===== src/rtl/bsc_pkg.sv =====
package bsc_pkg;
  typedef enum logic [2:0] {
    CYC_IDLE,
    CYC_DESEL,
    CYC_START,
    CYC_STEP,
    CYC_HOLD
  } cyc_e;
endpackage


===== src/rtl/bsc_decode.sv =====
module bsc_decode
  import bsc_pkg::*;
#(
  parameter int LANES = 4
) (
  input  logic             csa_ni,
  input  logic             csb_i,
  input  logic             csc_ni,
  input  logic             strb_cpu_ni,
  input  logic             strb_ctl_ni,
  input  logic             adv_ni,
  input  logic             gw_ni,
  input  logic             bwe_ni,
  input  logic [LANES-1:0] bye_ni,
  input  logic             sel_q_i,
  output cyc_e             kind_o,
  output logic             load_o,
  output logic             step_o,
  output logic             sel_d_o,
  output logic [LANES-1:0] mask_d_o
);
  logic cs_ok, cpu_go, ctl_go, start;
  logic [LANES-1:0] wr_mask;

  assign cs_ok  = !csa_ni && csb_i && !csc_ni;
  assign cpu_go = !strb_cpu_ni && !csa_ni;      // primary select gates cpu strobe
  assign ctl_go = !cpu_go && !strb_ctl_ni;
  assign start  = cpu_go || ctl_go;

  always_comb begin
    if (!gw_ni)       wr_mask = '1;
    else if (!bwe_ni) wr_mask = ~bye_ni;
    else              wr_mask = '0;
  end

  always_comb begin
    if (start)        kind_o = cs_ok ? CYC_START : CYC_DESEL;
    else if (!sel_q_i) kind_o = CYC_IDLE;
    else if (!adv_ni) kind_o = CYC_STEP;
    else              kind_o = CYC_HOLD;
  end

  assign load_o   = (kind_o == CYC_START);
  assign step_o   = (kind_o == CYC_STEP);
  assign sel_d_o  = (kind_o == CYC_START) || (kind_o == CYC_STEP) || (kind_o == CYC_HOLD);
  assign mask_d_o = (!sel_d_o || (cpu_go && cs_ok)) ? '0 : wr_mask;
endmodule


===== src/rtl/bsc_counter.sv =====
module bsc_counter #(
  parameter int BURST_W = 2,
  parameter bit ILV     = 1'b0
) (
  input  logic               clk_i,
  input  logic               rst_ni,
  input  logic               load_i,
  input  logic               step_i,
  input  logic [BURST_W-1:0] base_i,
  output logic [BURST_W-1:0] off_o
);
  logic [BURST_W-1:0] base_q, cnt_q;

  always_ff @(posedge clk_i or negedge rst_ni) begin
    if (!rst_ni) begin
      base_q <= '0;
      cnt_q  <= '0;
    end else if (load_i) begin
      base_q <= base_i;
      cnt_q  <= '0;
    end else if (step_i) begin
      cnt_q  <= cnt_q + 1'b1;   // wraps to the first word
    end
  end

  generate
    if (ILV) begin : g_ilv
      assign off_o = base_q ^ cnt_q;
    end else begin : g_lin
      assign off_o = base_q + cnt_q;
    end
  endgenerate
endmodule


===== src/rtl/bsc_mem.sv =====
module bsc_mem #(
  parameter int AW     = 4,
  parameter int LANES  = 4,
  parameter int LANE_W = 9,
  localparam int DW    = LANES * LANE_W,
  localparam int DEPTH = 1 << AW
) (
  input  logic             clk_i,
  input  logic             rst_ni,
  input  logic             we_i,
  input  logic [LANES-1:0] mask_i,
  input  logic [AW-1:0]    addr_i,
  input  logic [DW-1:0]    wdata_i,
  output logic [DW-1:0]    rdata_o
);
  logic [DW-1:0] mem_q [DEPTH];

  always_ff @(posedge clk_i or negedge rst_ni) begin
    if (!rst_ni) begin
      for (int w = 0; w < DEPTH; w++) mem_q[w] <= '0;
    end else if (we_i) begin
      for (int l = 0; l < LANES; l++)
        if (mask_i[l]) mem_q[addr_i][l*LANE_W +: LANE_W] <= wdata_i[l*LANE_W +: LANE_W];
    end
  end

  assign rdata_o = mem_q[addr_i];
endmodule


===== src/rtl/bsram_cycle_ctrl.sv =====
module bsram_cycle_ctrl
  import bsc_pkg::*;
#(
  parameter int UPPER_W = 2,
  parameter int BURST_W = 2,
  parameter int LANES   = 4,
  parameter int LANE_W  = 9,
  parameter bit ILV     = 1'b0,
  localparam int AW     = UPPER_W + BURST_W,
  localparam int DW     = LANES * LANE_W
) (
  input  logic             clk_i,
  input  logic             rst_ni,
  input  logic             csa_ni,
  input  logic             csb_i,
  input  logic             csc_ni,
  input  logic             strb_cpu_ni,
  input  logic             strb_ctl_ni,
  input  logic             adv_ni,
  input  logic             gw_ni,
  input  logic             bwe_ni,
  input  logic [LANES-1:0] bye_ni,
  input  logic [AW-1:0]    addr_i,
  input  logic [DW-1:0]    wdata_i,
  output logic             ld_o,
  output logic             adv_o,
  output logic             wr_o,
  output logic             sel_o,
  output logic [LANES-1:0] bmask_o,
  output logic [AW-1:0]    addr_o,
  output logic [DW-1:0]    rdata_o
);
  cyc_e               kind;
  logic               load, step, sel_d;
  logic [LANES-1:0]   mask_d;
  logic               sel_q, ld_q, adv_q;
  logic [LANES-1:0]   mask_q;
  logic [UPPER_W-1:0] upper_q;
  logic [BURST_W-1:0] off;

  bsc_decode #(.LANES(LANES)) u_dec (
    .csa_ni, .csb_i, .csc_ni, .strb_cpu_ni, .strb_ctl_ni, .adv_ni,
    .gw_ni, .bwe_ni, .bye_ni,
    .sel_q_i (sel_q),
    .kind_o  (kind),
    .load_o  (load),
    .step_o  (step),
    .sel_d_o (sel_d),
    .mask_d_o(mask_d)
  );

  bsc_counter #(.BURST_W(BURST_W), .ILV(ILV)) u_cnt (
    .clk_i, .rst_ni,
    .load_i(load),
    .step_i(step),
    .base_i(addr_i[BURST_W-1:0]),
    .off_o (off)
  );

  always_ff @(posedge clk_i or negedge rst_ni) begin
    if (!rst_ni) begin
      sel_q   <= 1'b0;
      ld_q    <= 1'b0;
      adv_q   <= 1'b0;
      mask_q  <= '0;
      upper_q <= '0;
    end else begin
      sel_q  <= sel_d;
      ld_q   <= load;
      adv_q  <= step;
      mask_q <= mask_d;
      if (load) upper_q <= addr_i[AW-1:BURST_W];
    end
  end

  assign addr_o  = {upper_q, off};
  assign ld_o    = ld_q;
  assign adv_o   = adv_q;
  assign sel_o   = sel_q;
  assign bmask_o = mask_q;
  assign wr_o    = |mask_q;

  bsc_mem #(.AW(AW), .LANES(LANES), .LANE_W(LANE_W)) u_mem (
    .clk_i, .rst_ni,
    .we_i   (sel_q && wr_o),
    .mask_i (mask_q),
    .addr_i (addr_o),
    .wdata_i(wdata_i),
    .rdata_o(rdata_o)
  );
endmodule


===== config.mk =====
export PLATFORM = sky130hd
export DESIGN_NAME = bsram_cycle_ctrl
export DESIGN_NICKNAME = d
export VERILOG_FILES = /design/src/rtl/bsc_pkg.sv /design/src/rtl/bsc_decode.sv /design/src/rtl/bsc_counter.sv /design/src/rtl/bsc_mem.sv /design/src/rtl/bsram_cycle_ctrl.sv
export SDC_FILE = /design/constraint.sdc
export NUM_CORES = 1
export LEC_CHECK = 0
export ABC_AREA = 1
export CAP_MARGIN = 40
export CORE_ASPECT_RATIO = 0.8
export CORE_UTILIZATION = 50
export DETAILED_ROUTE_END_ITERATION = 8
export PLACE_DENSITY = 0.67
export SYNTH_ARGS = -nofsm -noshare
export SYNTH_HDL_FRONTEND = slang
export SYNTH_HIERARCHICAL = 1
export SYNTH_SLANG_ARGS = --single-unit

===== constraint.sdc =====
create_clock -name clk_i -period 2.4 [get_ports clk_i]
set_clock_uncertainty 0.1 [all_clocks]
set_input_delay 0.36 -clock clk_i [delete_from_list [all_inputs] [get_ports clk_i]]
set_output_delay 0.36 -clock clk_i [all_outputs]
set_load 0.01 [all_outputs]

# [Yosys cells after proc, flatten, opt, wreduce, memory -nomap -nowiden]
# Index checks and enable logic that the tools add are counted.
[totals] register_bits=589 word_cells=82 inputBits=54
[classes] eq_ne=3 reduce_logical=19 bitwise_logic=2 magnitude_cmp=2 addsub=2 muxes=31
[ops] op="2-to-1 mux 576 bit" count=7
[ops] op="bitwise mux 576 bit" count=4
[ops] op="demux 36 bit (select 4 bit)" count=4
[ops] op="binary-select mux 36 bit (select 4 bit)" count=1
[ops] op="2-to-1 mux 36 bit" count=3
[ops] op="2-to-1 mux 27 bit" count=1
[ops] op="2-to-1 mux 18 bit" count=1
[ops] op="2-to-1 mux 4 bit" count=3
[ops] op="2-to-1 mux 3 bit" count=3
[ops] op="2-to-1 mux 9 bit" count=1
[ops] op="logical AND 1 bit" count=7
[ops] op="== test 3 x 2 -> 1 bit, second input constant" count=2
[ops] op="logical NOT 1 bit" count=6
[ops] op="2-to-1 mux 2 bit" count=3
[ops] op=">= comparator 5 bit, second input constant" count=1
[ops] op="< comparator 5 x 1 -> 1 bit, second input constant" count=1
[ops] op="inverter 4 -> 5 bit" count=1
[ops] op="logical OR 1 bit" count=4
[ops] op="inverter 4 bit" count=1
[ops] op="OR reduction 4 bit" count=1
[ops] op="== test 3 bit, second input constant" count=1
[ops] op="adder 2 x 1 -> 2 bit, second input constant" count=1
[ops] op="adder 2 bit" count=1
[ops] op="nonzero test 2 bit" count=1

# [Longest topological paths before layout]
[logic_depth] ltp_word=17 mapped_depth=15 depth_no_buf=12

# [Hierarchy]
# The synthesis kept the hierarchy.
[modules_own_cells] mod="bsc_mem" seq_area_each_um2=14413.8 cells_per_inst=3700 area_per_inst_um2=27186.1 instances=1
[modules_own_cells] mod="bsram_cycle_ctrl" seq_area_each_um2=225.2 cells_per_inst=20 area_per_inst_um2=270.3 instances=1
[modules_own_cells] mod="bsc_counter" seq_area_each_um2=100.1 cells_per_inst=26 area_per_inst_um2=202.7 instances=1
[modules_own_cells] mod="bsc_decode" seq_area_each_um2=0.0 cells_per_inst=32 area_per_inst_um2=185.2 instances=1

# [Worst setup path after synthesis]
# OpenSTA, ideal clock, no wires.
[synth_path] path_type="register to output" start="reg u_cnt.cnt_q[0]" end="out rdata_o[0]" required_time_ns=1.940 arrival_ns=1.901 path_slack_ns=0.039 path_stages_with_launch=14 path_cell_list="dfrtp_1 ha_1 nand3_1 nand2_1 inv_2 buf_4 buf_2 clkbuf_1 nand2_1 nand2_1 nand2_1 nand2_1 inv_1 nand2_1"
[synth_via] elab_chain_cells=5
[synth_lines] item="start: declaration" line="bsc_counter.sv:12" rtl="logic [BURST_W-1:0] base_q, cnt_q;"
[synth_lines] item="start signal: assignment" line="bsc_counter.sv:22" rtl="cnt_q <= cnt_q + 1'b1;"
[synth_lines] item="adder 2 bit" line="bsc_counter.sv:30" rtl="assign off_o = base_q + cnt_q;"
[synth_lines] item="via addr_o[1]" line="bsram_cycle_ctrl.sv:30" rtl="output logic [AW-1:0] addr_o,"
[synth_lines] item="inverter 4 -> 5 bit (implied by the code)" line="bsc_mem.sv:27" rtl="assign rdata_o = mem_q[addr_i];"
[synth_lines] item="binary-select mux 36 bit (select 4 bit)" line="bsc_mem.sv:27"
[synth_lines] item="2-to-1 mux 36 bit (implied by the code) (2 in series)" line="bsc_mem.sv:27"
[synth_lines] item="end: declaration" line="bsram_cycle_ctrl.sv:31" rtl="output logic [DW-1:0] rdata_o"
# The timed path passes the listed nets, and every way through them passes these cells. The select of a mux whose other input is x is not followed.

# [Final worst setup path]
[layout_path] start="reg u_cnt.cnt_q[0]" end="out rdata_o[18]"
[layout_via] elab_chain_cells=5
[layout_lines] item="adder 2 bit" line="bsc_counter.sv:30"
[layout_lines] item="inverter 4 -> 5 bit (implied by the code)" line="bsc_mem.sv:27"
[layout_lines] item="binary-select mux 36 bit (select 4 bit)" line="bsc_mem.sv:27"
[layout_lines] item="2-to-1 mux 36 bit (implied by the code) (2 in series)" line="bsc_mem.sv:27"
# No other way between the ends. The select of a mux whose other input is x is not followed.

==> qor.csv <==
stage,metric,value,unit
worst_hold_path,worst hold-check path type,in2async,
setup_path,endpoint required time on the critical path,1.94,ns
route,top layer used by detailed routing,met4,
place,post-placement worst setup slack,-0.3541,ns
place,cell area after placement,0.03080,sq mm
global_routing,antenna violations before repair,0,
floorplan,Die Outline Area,0.05659,sq mm
cells_and_area,share of cells above drive strength 1,0.1372,
clock_tree,maximum buffer depth of the clock tree,3,
setup_path,CP Max Fanout,6,
setup_path,Crit Path Category,reg2out,
clock_tree,CTS H-tree depth,2,
timing,worst slew margin relative to its limit,0.5862,
route,wire length after detailed routing,82420,um
timing,maximum clock rate,324.3,MHz
power_and_ir_drop,relative contribution of sequential cells to total power,0.310,
global_routing,GRT overflow,0,
place,sum of net half-perimeters after detailed placement,50060,um
cells_and_area,layout filler cell count,4781,
power_and_ir_drop,switching share of power,0.3584,
route,vias,24642,
setup_path,"Cell Chain, Critical Path",ha_4 -> buf_12 -> inv_16 -> buf_16 -> buf_8 -> buf_4 -> nand2_2 -> nand2_1 -> nand2_1 -> nand2_1 -> nand2_1 -> nand2_1 -> inv_2 -> nand2_4 -> buf_6,
power_and_ir_drop,relative contribution of the clock network to total power,0.288,
timing,share of the clock period used by the worst path after layout,1.285,
global_routing,GRT Util Overall,0.2952,
status,failing checks,setup timing,
timing,total setup violations reported at the end of the flow,36,
timing,unrepaired setup endpoints after global routing,true,
logic_synthesis,average footprint of a synthesized cell,7.376,sq um
setup_path,family with the most delay on the worst path,buffers and inverters,
logic_synthesis,area of the mapped netlist,0.02782,sq mm
timing,tightest hold margin,0.1536,ns
timing,setup_tns,-20.86,ns
status,status,"finished, violations left",
floorplan,Die H,213.0,um
route,metal2 WL,37590,um
timing,Setup WS post-layout,-0.6840,ns
floorplan,Core Region,0.05439,sq mm
route,antenna violation net count after detailed routing,0,
power_and_ir_drop,largest voltage drop on the vdd net,0.0006280,V
place,routability congestion estimate from global placement,0.8697,
setup_path,kind of end point of the critical path,primary output,
route,wire length on met3,4644,um
power_and_ir_drop,static leakage,19.20,nW
clock_tree,number of clock sinks,589,
route,routed wire length per instance,17.49,um
global_routing,largest net degree at the start of global routing,94,
cells_and_area,final net count,3978,
setup_path,slowest CP cell,sky130_fd_sc_hd__dfrtp_1,
power_and_ir_drop,pwr/cell area,964.3,mW/mm^2
setup_path,number of buffers and inverters on the critical path,7,
place,number of buffers inserted by port buffering,101,
job,max-capacitance violation count,0,
cells_and_area,area added between synthesis and finish,24.33,%
clock_tree,clock input transition at the sequential cells of the worst setup and hold paths,0.06,ns
setup_path,"Arr. time, crit path",2.62,ns
timing,count of final max-slew check failures,0,
setup_path,cell seen most often among critical-path stages,sky130_fd_sc_hd__nand2_1,
cells_and_area,number of inserted diodes,0,
route,via density per instance,5.229,
route,detailed-route DRC error count,0,
power_and_ir_drop,Overall Power,33.35,mW
clock_tree,CTS Buf Count,58,
logic_synthesis,yosys warns,6,
clock_tree,clock latency at the later pin of the worst-skew pair,0.63,ns
power_and_ir_drop,logic gate share of total power,0.403,
global_routing,wire length of the first global-routing pass,130700,um
route,Met1 Wirelength,37170,um
timing,clock period minus worst slack,3.084,ns
logic_synthesis,synthesized netlist net count,3827,
cells_and_area,final standard cell area without fillers,0.03459,sq mm
setup_path,worst stage delay on the critical path,0.41,ns
setup_path,category of the worst setup path launch point,flop,
floorplan,number of top-level pins,102,
power_and_ir_drop,switching power of the nets,11.95,mW
timing,Final Hold Viols,0,
global_routing,vias in the first global route,23390,
power_and_ir_drop,Int Power,21.40,mW
logic_synthesis,Syn Inst Count,3772,
clock_tree,CTS Root Cell,sky130_fd_sc_hd__clkbuf_16,
floorplan,initial core utilization,0.5115,
clock_tree,clock tree from TritonCTS,yes,
route,DRT Pass-1 Iters,5,
route,number of DRC markers in iteration 0,2059,
floorplan,number of rows in the core area,76,
timing,Tightest Pin Transition,0.6200,ns
floorplan,Die W,265.7,um
power groups by stage:
stage | logic, mW | clock network [mW] | registers (mW)
6_report | 13.4 | 9.59 | 10.3
5_1_grt | 14.8 | 10.2 | 10.4
4_1_cts | 12.8 | 9.76 | 10.3
3_5_place_dp | 10.9 | 0 | 10.5
3_3_place_gp | 10.8 | 0 | 10.5
2_1_floorplan | 6.48 | 0 | 10.5
path summary, 6_finish.rpt:
check | slack [ns] | cells past startpoint | startpoint | endpoint
min reg2reg | 0.38 | 2 | u_mem/mem_q[42]$_DFFE_PN0P_ | u_mem/mem_q[42]$_DFFE_PN0P_
max reg2reg | 0.01 | 12 | u_cnt/cnt_q[0]$_DFFE_PN0P_ | u_mem/mem_q[30]$_DFFE_PN0P_
max in group asynchronous | 1.16 | 3 | rst_ni | u_mem/mem_q[320]$_DFFE_PN0P_
min | 0.15 | 2 | rst_ni | u_mem/mem_q[72]$_DFFE_PN0P_
min in group clk_i | 0.17 | 3 | addr_i[2] | upper_q[0]$_DFFE_PN0P_
max | -0.68 | 15 | u_cnt/cnt_q[0]$_DFFE_PN0P_ | rdata_o[18]
through the flow:
stage	instances	util
final	4713	0.6359
after global routing	4713	0.6359
after CTS	4692	0.6230
after detailed placement	4538	0.5663
after global placement	4538	0.5663
after floorplan	3772	-
layout by cell type, fill, tap and decap left out, types with 13 or more instances in the layout:
master,instances
sky130_fd_sc_hd__o21ai_0,393
sky130_fd_sc_hd__nand2_2,84
sky130_fd_sc_hd__clkinv_2,13
sky130_fd_sc_hd__buf_12,76
sky130_fd_sc_hd__inv_2,42
sky130_fd_sc_hd__clkbuf_16,66
sky130_fd_sc_hd__inv_1,83
sky130_fd_sc_hd__buf_4,70
sky130_fd_sc_hd__dfrtp_1,588
sky130_fd_sc_hd__buf_16,22
sky130_fd_sc_hd__nor2_4,17
sky130_fd_sc_hd__clkbuf_8,16
sky130_fd_sc_hd__buf_6,43
sky130_fd_sc_hd__nand2_1,2084
sky130_fd_sc_hd__o21ai_1,187
sky130_fd_sc_hd__nand2_4,50
sky130_fd_sc_hd__clkdlybuf4s50_1,62
cell type report:
type                       count  area (sq um)  share of cell area
sequential                   589         14740              0.4262
multi-input combinational   2840         12190              0.3523
timing repair buffer         302          4190              0.1211
clock buffer                  83          1705             0.04930
tap                          741         927.1             0.02680
inverter                     131         513.0             0.01483
clock inverter                26         310.3            0.008971
timing repair inverter         1         16.27           0.0004702
flip-flops by register name, summed over array words and instances, names as in the netlist:
signal,flops
adv_o,1
upper_q,2
sel_o,1
u_mem/mem_q,576
bmask_o,4
u_cnt/cnt_q,2
u_cnt/base_q,2
ld_o,1
routing by layer:
metal,global-route usage,vias up
met5,0,-
met4,0.1159,0
met3,0.04036,132
met2,0.4710,685
met1,0.4102,11787
li1,-,12038
repair_timing:
| item | in CTS | in global routing |
|---|---|---|
| gates cloned | 18 | 8 |
| hold buffers | 1 | 0 |
| pin swaps | 28 | 40 |
| resized for setup | 292 | 125 |
| endpoints found under the setup margin | 39 | 360 |
| setup buffers | 29 | 15 |
| endpoints found under the hold margin | 290 | 0 |
Note: power is estimated with default switching activity, not from simulation.
